$ cat config.mk
export PLATFORM = sky130hd
export DESIGN_NAME = clkmode_top
export DESIGN_NICKNAME = d
export VERILOG_FILES = /design/src/rtl/clkmode_pkg.sv /design/src/rtl/clkmode_dp.sv /design/src/rtl/clkmode_ctl.sv /design/src/rtl/clkmode_top.sv
export SDC_FILE = /design/constraint.sdc
export NUM_CORES = 1
export LEC_CHECK = 0
export ABC_AREA = 1
export BUFFER_PORTS_ARGS = -buffer_cell sky130_fd_sc_hd__buf_2
export CORE_ASPECT_RATIO = 0.8
export CORE_UTILIZATION = 50
export DETAILED_ROUTE_END_ITERATION = 16
export GPL_TIMING_DRIVEN = 0
export PLACE_DENSITY_LB_ADDON = 0.08
export SYNTH_ARGS = -nofsm -noshare
export SYNTH_HDL_FRONTEND = slang
export SYNTH_SLANG_ARGS = --single-unit
$ cat constraint.sdc
create_clock -name clk -period 1.5 [get_ports clk]
set_input_delay 0.15 -clock clk [delete_from_list [all_inputs] [get_ports clk]]
set_output_delay 0.15 -clock clk [all_outputs]
set_load 0.02 [all_outputs]
$ cat src/rtl/clkmode_pkg.sv
package clkmode_pkg;
  typedef enum logic [1:0] {
    SRC_MAIN = 2'd0,
    SRC_PLL  = 2'd1,
    SRC_SUB  = 2'd2
  } src_e;

  typedef struct packed {
    logic cntClr;
    logic cntEn;
    logic outEn;
    src_e sel;
  } ctl_t;
endpackage

$ cat src/rtl/clkmode_dp.sv
module clkmode_dp
  import clkmode_pkg::*;
#(
  parameter int SETTLE_LOG2 = 14
) (
  input  logic clk,
  input  logic rstN,
  input  logic mainOscIn,
  input  logic pllClkIn,
  input  logic subOscIn,
  input  logic subDiv2,
  input  ctl_t ctl,
  output logic clkOut,
  output logic mainLvl,
  output logic pllLvl,
  output logic subLvl,
  output logic mainFall,
  output logic pllFall,
  output logic subFall,
  output logic settleDone
);
  localparam int CNT_W = SETTLE_LOG2 + 1;

  logic [1:0] mainS, pllS, subS;
  logic [1:0] subCnt;
  logic       mainPrev, pllPrev, subPrev;
  logic [CNT_W-1:0] settleCnt;
  logic       mainRise, subRise, selLvl;

  assign mainRise = mainS[0] & ~mainS[1];
  assign subRise  = subS[0] & ~subS[1];
  assign pllLvl   = pllS[1];
  assign subLvl   = subDiv2 ? subCnt[0] : subCnt[1];

  always_ff @(posedge clk) begin
    if (!rstN) begin
      mainS <= '0; pllS <= '0; subS <= '0;
      mainLvl <= 1'b0; subCnt <= '0;
      mainPrev <= 1'b0; pllPrev <= 1'b0; subPrev <= 1'b0;
    end else begin
      mainS <= {mainS[0], mainOscIn};
      pllS  <= {pllS[0], pllClkIn};
      subS  <= {subS[0], subOscIn};
      if (mainRise) mainLvl <= ~mainLvl;
      if (subRise)  subCnt  <= subCnt + 2'd1;
      mainPrev <= mainLvl;
      pllPrev  <= pllLvl;
      subPrev  <= subLvl;
    end
  end

  assign mainFall = mainPrev & ~mainLvl;
  assign pllFall  = pllPrev & ~pllLvl;
  assign subFall  = subPrev & ~subLvl;

  // settle counter saturates at its top bit and holds until cleared
  assign settleDone = settleCnt[CNT_W-1];
  always_ff @(posedge clk) begin
    if (!rstN || ctl.cntClr) settleCnt <= '0;
    else if (ctl.cntEn && mainRise && !settleDone) settleCnt <= settleCnt + 1'b1;
  end

  always_comb begin
    case (ctl.sel)
      SRC_PLL: selLvl = pllLvl;
      SRC_SUB: selLvl = subLvl;
      default: selLvl = mainLvl;
    endcase
  end

  always_ff @(posedge clk) begin
    if (!rstN) clkOut <= 1'b0;
    else       clkOut <= ctl.outEn & selLvl;
  end
endmodule

$ cat src/rtl/clkmode_ctl.sv
module clkmode_ctl
  import clkmode_pkg::*;
#(
  parameter int MUL_W = 3
) (
  input  logic             clk,
  input  logic             rstN,
  input  logic             cfgWr,
  input  logic             cfgMainSel,
  input  logic             cfgSubSel,
  input  logic             cfgSubDiv2,
  input  logic [MUL_W-1:0] cfgPllMul,
  input  logic             mainLvl,
  input  logic             pllLvl,
  input  logic             subLvl,
  input  logic             mainFall,
  input  logic             pllFall,
  input  logic             subFall,
  input  logic             settleDone,
  output ctl_t             ctl,
  output logic [1:0]       modeStatus,
  output logic [MUL_W-1:0] pllMulOut,
  output logic             subDiv2
);
  typedef enum logic [2:0] {ST_RUN, ST_SETTLE, ST_COIN, ST_GATE, ST_WAITNEW} st_e;

  st_e  state;
  src_e curSrc, tgtSrc, reqSrc;
  logic mainSel, subSel;
  logic oldLvl, newLvl, newReady;

  function automatic logic pickLvl(src_e s, logic m, logic p, logic b);
    case (s)
      SRC_PLL: return p;
      SRC_SUB: return b;
      default: return m;
    endcase
  endfunction

  // sub-select outranks main-select
  always_comb begin
    if (!subSel)       reqSrc = SRC_SUB;
    else if (!mainSel) reqSrc = SRC_PLL;
    else               reqSrc = SRC_MAIN;
  end

  assign oldLvl   = pickLvl(curSrc, mainLvl, pllLvl, subLvl);
  assign newLvl   = pickLvl(tgtSrc, mainLvl, pllLvl, subLvl);
  assign newReady = (tgtSrc == SRC_SUB) ? subFall : !newLvl;

  always_ff @(posedge clk) begin
    if (!rstN) begin
      mainSel <= 1'b1; subSel <= 1'b1; subDiv2 <= 1'b0; pllMulOut <= '0;
    end else if (cfgWr) begin
      mainSel <= cfgMainSel; subSel <= cfgSubSel;
      subDiv2 <= cfgSubDiv2; pllMulOut <= cfgPllMul;
    end
  end

  always_ff @(posedge clk) begin
    if (!rstN) begin
      state <= ST_RUN; curSrc <= SRC_MAIN; tgtSrc <= SRC_MAIN;
    end else begin
      case (state)
        ST_RUN: if (reqSrc != curSrc) begin
          tgtSrc <= reqSrc;
          if (curSrc == SRC_MAIN && reqSrc == SRC_PLL)      state <= ST_SETTLE;
          else if (curSrc == SRC_PLL && reqSrc == SRC_MAIN) state <= ST_COIN;
          else                                              state <= ST_GATE;
        end
        ST_SETTLE: if (settleDone) state <= ST_GATE;
        ST_COIN: if (pllFall && mainFall) begin
          curSrc <= SRC_MAIN;
          state  <= ST_RUN;
        end
        ST_GATE: if (!oldLvl) state <= ST_WAITNEW;
        ST_WAITNEW: if (newReady) begin
          curSrc <= tgtSrc;
          state  <= ST_RUN;
        end
        default: state <= ST_RUN;
      endcase
    end
  end

  always_comb begin
    ctl.cntClr = (state == ST_RUN);
    ctl.cntEn  = (state == ST_SETTLE);
    ctl.outEn  = (state != ST_WAITNEW);
    ctl.sel    = curSrc;
  end

  assign modeStatus = curSrc;
endmodule

$ cat src/rtl/clkmode_top.sv
module clkmode_top
  import clkmode_pkg::*;
#(
  parameter int SETTLE_LOG2 = 14,
  parameter int MUL_W       = 3
) (
  input  logic             clk,
  input  logic             rstN,
  input  logic             mainOscIn,
  input  logic             pllClkIn,
  input  logic             subOscIn,
  input  logic             cfgWr,
  input  logic             cfgMainSel,
  input  logic             cfgSubSel,
  input  logic             cfgSubDiv2,
  input  logic [MUL_W-1:0] cfgPllMul,
  output logic             clkOut,
  output logic [1:0]       modeStatus,
  output logic [MUL_W-1:0] pllMulOut
);
  ctl_t ctl;
  logic mainLvl, pllLvl, subLvl, mainFall, pllFall, subFall, settleDone, subDiv2;

  clkmode_ctl #(.MUL_W(MUL_W)) u_ctl (
    .clk(clk), .rstN(rstN), .cfgWr(cfgWr), .cfgMainSel(cfgMainSel),
    .cfgSubSel(cfgSubSel), .cfgSubDiv2(cfgSubDiv2), .cfgPllMul(cfgPllMul),
    .mainLvl(mainLvl), .pllLvl(pllLvl), .subLvl(subLvl),
    .mainFall(mainFall), .pllFall(pllFall), .subFall(subFall),
    .settleDone(settleDone), .ctl(ctl), .modeStatus(modeStatus),
    .pllMulOut(pllMulOut), .subDiv2(subDiv2)
  );

  clkmode_dp #(.SETTLE_LOG2(SETTLE_LOG2)) u_dp (
    .clk(clk), .rstN(rstN), .mainOscIn(mainOscIn), .pllClkIn(pllClkIn),
    .subOscIn(subOscIn), .subDiv2(subDiv2), .ctl(ctl), .clkOut(clkOut),
    .mainLvl(mainLvl), .pllLvl(pllLvl), .subLvl(subLvl),
    .mainFall(mainFall), .pllFall(pllFall), .subFall(subFall),
    .settleDone(settleDone)
  );
endmodule

; Word level (Yosys, flattened, before mapping)
; Cells that the tools add are included.
[totals]
in_bits = 12
wordCells = 79
register_bits = 41
output_inout_bits = 6
[op_classes]
eq_ne = 16
bitwise = 11
muxes = 17
n_addsub = 2
reduce_logical = 16
[ops]
columns = op, n
row1 = 3-bit 2-to-1 mux, 6
row2 = 15-bit by 1-bit adder with 15-bit output (second input constant), 1
row3 = 3-bit case mux with 5 select lines, 1
row4 = 1-bit bitwise AND, 6
row5 = 2-bit by 1-bit equality test with 1-bit output (second input constant), 3
row6 = 3-bit by 2-bit equality test with 1-bit output (second input constant), 2
row7 = 2-bit 2-to-1 mux, 3
row8 = 2-bit inequality test (second input constant), 3
row9 = 1-bit logical AND, 5
row10 = 1-bit inverter, 5
row11 = 5-bit AND reduction, 1
row12 = 2-bit equality test (second input constant), 2
row13 = 2-bit logical NOT, 2
row14 = 1-bit 2-to-1 mux, 4
row15 = 2-bit by 1-bit inequality test with 1-bit output (second input constant), 2
row16 = 1-bit case mux with 2 select lines, 2
row17 = 2-bit case mux with 2 select lines, 1
row18 = 3-bit by 1-bit equality test with 1-bit output (second input constant), 1
row19 = 3-bit equality test (second input constant), 1
row20 = 1-bit logical NOT, 3
row21 = 3-bit logical NOT, 1
row22 = 3-bit inequality test (second input constant), 1
row23 = 3-bit AND reduction, 1
row24 = 2-bit by 1-bit adder with 2-bit output (second input constant), 1
row25 = 4 further kinds, 4

; Longest topological paths before layout
[depth]
ltp_word = 8
depth_mapped = 12
ltp_nobuf = 12

; Cells and area by module
; Synthesis repeated with hierarchy kept, for this count alone.
[hier_totals]
hier_cells = 291
hier_area_um2 = 2043.2
[by_module_without_submodules]
columns = mod, area_per_inst_um2, cells_each, seq_area_each_um2, n_inst
row1 = clkmode_dp, 1252.5, 174, 560.5, 1
row2 = clkmode_ctl, 790.8, 117, 260.2, 1

; Worst setup path after synthesis
; No wires, ideal clock.
[synth_path]
path_kind = flip-flop to flip-flop
from = reg u_ctl.curSrc[0], in the netlist u_ctl.modeStatus[0]
to = reg u_ctl.state[0]
path_buffers = 0
required_ns = 1.387
stages_incl_launch_ff = 12
synth_period_minus_slack_ns = 1.590
slack_ns = -0.090
setup_time_ns = 0.113
t_arrival_ns = 1.477
path_cell_list = dfxtp_1 > inv_1 > ha_1 > inv_1 > a21oi_1 > nand2_1 > nand3_1 > nand2_1 > nor2_1 > nand2_1 > nand2_1 > nor2_1
[synth_between]
elab_chain_cells = 6
elab_cells_between_ends = 14
classes_between = eq/ne: 5 / mux: 5 / reduce/logical: 4
[synth_lines]
columns = element, line
row1 = start: declaration, clkmode_ctl.sv:28  ; src_e curSrc, tgtSrc, reqSrc;
row2 = start signal: assignment, clkmode_ctl.sv:78  ; curSrc <= tgtSrc;
row3 = 2-bit by 1-bit equality test with 1-bit output, "clkmode_ctl.sv:33, clkmode_ctl.sv:68"
row4 = 1-bit logical AND, clkmode_ctl.sv:68  ; else if (curSrc == SRC_PLL && reqSrc == SRC_MAIN) state <= ST_COIN;
row5 = 1-bit 2-to-1 mux, clkmode_ctl.sv:68
row6 = 3-bit 2-to-1 mux, clkmode_ctl.sv:67  ; if (curSrc == SRC_MAIN && reqSrc == SRC_PLL) state <= ST_SETTLE;
row7 = 3-bit 2-to-1 mux, clkmode_ctl.sv:65  ; ST_RUN: if (reqSrc != curSrc) begin
row8 = 3-bit case mux with 5 select lines, clkmode_ctl.sv:64  ; case (state)
row9 = end signal: assignment, clkmode_ctl.sv:67
row10 = end signal: assignment, clkmode_ctl.sv:68
row11 = end signal: assignment, clkmode_ctl.sv:69  ; else state <= ST_GATE;
row12 = end: declaration, clkmode_ctl.sv:27  ; st_e state;
; Parallel ways exist; a longest one is shown, timed or not. The select of a mux whose other input is x is not followed.
; A chain may end at the register's enable or synchronous reset.

; Worst setup path after layout
[layout_path]
from = reg u_ctl.curSrc[1], in the netlist u_ctl.modeStatus[1]
to = reg u_ctl.state[1]
[layout_between]
elab_chain_cells = 5
elab_cells_between_ends = 12
classes_between = eq/ne: 5 / mux: 4 / reduce/logical: 3
[layout_lines]
columns = element
row1 = "parallel branches: the longest is 5 deep, another holds 5-bit AND reduction"
; Parallel ways; which one is timed is not known. The select of a mux whose other input is x is not followed.

==> flow_metrics.env <==
export IMPL_finalClockSkew_ps=3.75
export IMPL_first_iter_violations=94
export IMPL_cts_root_buf="clkbuf_8"
export IMPL_die_w_um=72.4
export IMPL_instances_no_fill=362
export IMPL_place_ws_ps=-119
export IMPL_syn_avg_cell_area_um2=7.38
export IMPL_grt_pass1_vias=1511
export IMPL_nets=324
export IMPL_powerDensity_nw_per_um2=1120
export IMPL_multiInputGateArea_um2=1100
export IMPL_synth_cell_types=31
export IMPL_min_path_cells=3
export IMPL_hp_class="in -> reg"
export IMPL_syn_inst=269
export IMPL_cts_reportedPaths_clkPinSlew_ps=80
export IMPL_run_status="complete, no violations"
export IMPL_rr_worst_depth=10
export IMPL_max_slew_margin_pct=69.8
export IMPL_synth_area_leaders="dfxtp_1 41%, nand2_1 10%, inv_1 7.0%"
export IMPL_p_total_mw=2.74
export IMPL_grt_first_pass_wirelength_um=6580
export IMPL_port_buffers=17
export IMPL_yosysTopAreaCellShare_pct=41.4
export IMPL_gp_congestion=0.791
export IMPL_max_freq_mhz=701
export IMPL_die_y_um=58.3
export IMPL_largest_register_ffs=15
export IMPL_cap_violations=0
export IMPL_synth_seq_area_share_pct=41.4
export IMPL_syn_area_um2=1980
export IMPL_cts_sinks=41
export IMPL_synth_commonest_cells="54 x nand2_1, 41 x dfxtp_1, 37 x inv_1"
export IMPL_io_pins=18
export IMPL_grt_start_max_net_pins=15
export IMPL_antenna_found_initial=0
export IMPL_irDropWorstVdd_mv=0.706
export IMPL_drive_gt1_share_pct=28.3
export IMPL_htreeDepth=2
export IMPL_tns_ps=0
export IMPL_wl_per_cell_um=11.4
export IMPL_dp_cells=341
export IMPL_insertion_delay_ps=300
export IMPL_rrSetupSlack_ps=70
export IMPL_synth_most_common_cell="nand2_1"
export IMPL_seqCellArea_um2=833
export IMPL_grt_setup_unrepaired="yes"
export IMPL_min_from="subOscIn"
export IMPL_cts_buffer_depth=2
export IMPL_cts_buffers=5
export IMPL_synth_ff_type="dfxtp_1"
export IMPL_synth_edff_count=0
export IMPL_yosysWarnings=0
export IMPL_timing_worst_setup_path_type="reg -> reg"
export IMPL_holdPathEnd="u_dp.subS[0]"
export IMPL_cp_start_kind="flop"
export IMPL_die_area_um2=4230
export IMPL_drt_drc_violations_left=0
export IMPL_slew_viol_final=0
export IMPL_drt_wl_total_um=4120
export IMPL_cts_tree="yes"
export IMPL_drt_antenna_violating_nets=0
export IMPL_rows=20
export IMPL_ys_ff_latch=41
export IMPL_avgViaCountPerCell=4.83
export IMPL_period_minus_slack_ps=1430
export IMPL_regToRegStartpoint="u_ctl.modeStatus[1]"
export IMPL_fin_util_pct=64.6
export IMPL_worst_slack_ps=72.9
export IMPL_dp_hpwl_um=2860
export IMPL_arrival_ps=1630
export IMPL_synthesis_nets=287
export IMPL_final_hold_viol_count=0
export IMPL_min_period_over_period_pct=95.1
export IMPL_critPathCaptureType="flop"
export IMPL_fillers=350
export IMPL_area_delta_synth_final_pct=23.8
export IMPL_start_util_pct=52.2
export IMPL_track_usage_pct=20.6
export IMPL_place_area_um2=2140
export IMPL_vias=1748
export IMPL_yosys_area_top_type="dfxtp_1"
export IMPL_worstReg2RegEnd="u_ctl.state[1]"
export IMPL_setup_viol=0
export IMPL_largestRegisters="u_dp.settleCnt x15, u_ctl.pllMulOut x3, u_ctl.state x3"
export IMPL_antennaDiodeCount=0
export IMPL_max_flop_register="u_dp.settleCnt"
export IMPL_coreArea_um2=3800
export IMPL_grt_overflow=0
export IMPL_synthArstFlopShare_pct=0
export IMPL_required_ps=1700
export IMPL_dr_pass1_iters=4
export IMPL_worst_slew_pin_transition_ps=453
export IMPL_whs_ps=28.7
export IMPL_cp_max_fo=4
export IMPL_p_leak_nw=1.10
export IMPL_design_area_um2=2460
[timing repair]
action,4_1_cts,5_1_grt
buffers inserted,6,7
pin swaps,4,10
hold buffers,0,0
endpoints found under the setup margin,5,18
resized for setup,7,26
[routing by layer]
metal	vias to the layer above	track usage (%)	share of wire, %
li1	925	-	-
met1	796	29.0	53
met2	21	30.3	42
met3	6	6.68	3.8
met4	0	6.16	1.1
met5	-	0	0
[where the power goes]
part / switching [mW] / total, mW / internal, mW
Combinational: 0.508 / 0.788 / 0.280
Sequential: 0.0558 / 1.21 / 1.16
Clock: 0.410 / 0.740 / 0.330
[cell usage in the layout, fill, tap and decap left out, drive strengths merged]
| cell | instances |
|---|---|
| xnor2 | 1 |
| dfxtp | 41 |
| clkinv | 3 |
| a311oi | 1 |
| nor2 | 43 |
| o21a | 1 |
| nand2 | 58 |
| xor2 | 4 |
| and3 | 1 |
| ha | 6 |
| o21ai | 14 |
| nand4 | 2 |
| buf | 31 |
| nand3b | 2 |
| clkbuf | 7 |
| nand3 | 19 |
| a21oi | 21 |
| nor3 | 9 |
| inv | 42 |
| a31oi | 1 |
[worst max-delay path by stage]
stage,end,depth (start not counted),start,slack [ps]
after floorplan,u_ctl.state[0],11,u_ctl.modeStatus[0],20
after global placement,u_dp.settleCnt[14],9,u_dp.settleCnt[0],-60
after detailed placement,u_dp.settleCnt[14],9,u_dp.settleCnt[0],-120
after CTS,u_ctl.state[0],11,u_ctl.modeStatus[1],10
after global routing,u_ctl.state[0],11,u_ctl.modeStatus[1],-50
final,u_ctl.state[1],10,u_ctl.modeStatus[1],70
[critical path, stage by stage (launching register included)]
cell	delay [ps]
dfxtp_4	380
inv_4	40
ha_4	260
inv_2	30
a21oi_2	90
nand2_1	80
nand3_2	90
buf_4	110
nand3_2	80
nor2_1	110
nor2_1	50
[kinds of logic (layout without fill, tap and decap cells)]
kind of cell             count (synthesis)  after routing  synth area share (%)
XOR/XNOR                                 5              5                  2.21
flip-flops                              41             41                  41.4
buffers and inverters                   45             83                  8.89
adder cells (fa/ha/maj)                  6              6                  3.78
AND/OR/NAND/NOR                        134            134                  33.6
AO/OA/AOI/OAI                           38             38                  10.2
[area by class of cell]
cell class,count,share of cell area (%)
multi-input cells,183,44.8
flip-flops and latches,41,33.9
repair buffers,30,7.44
inverters,42,6.52
clock buffers,5,2.80
well taps,55,2.80
clock inverters,3,0.917
plain buffers,3,0.764
(Power assumes the default switching activity.)
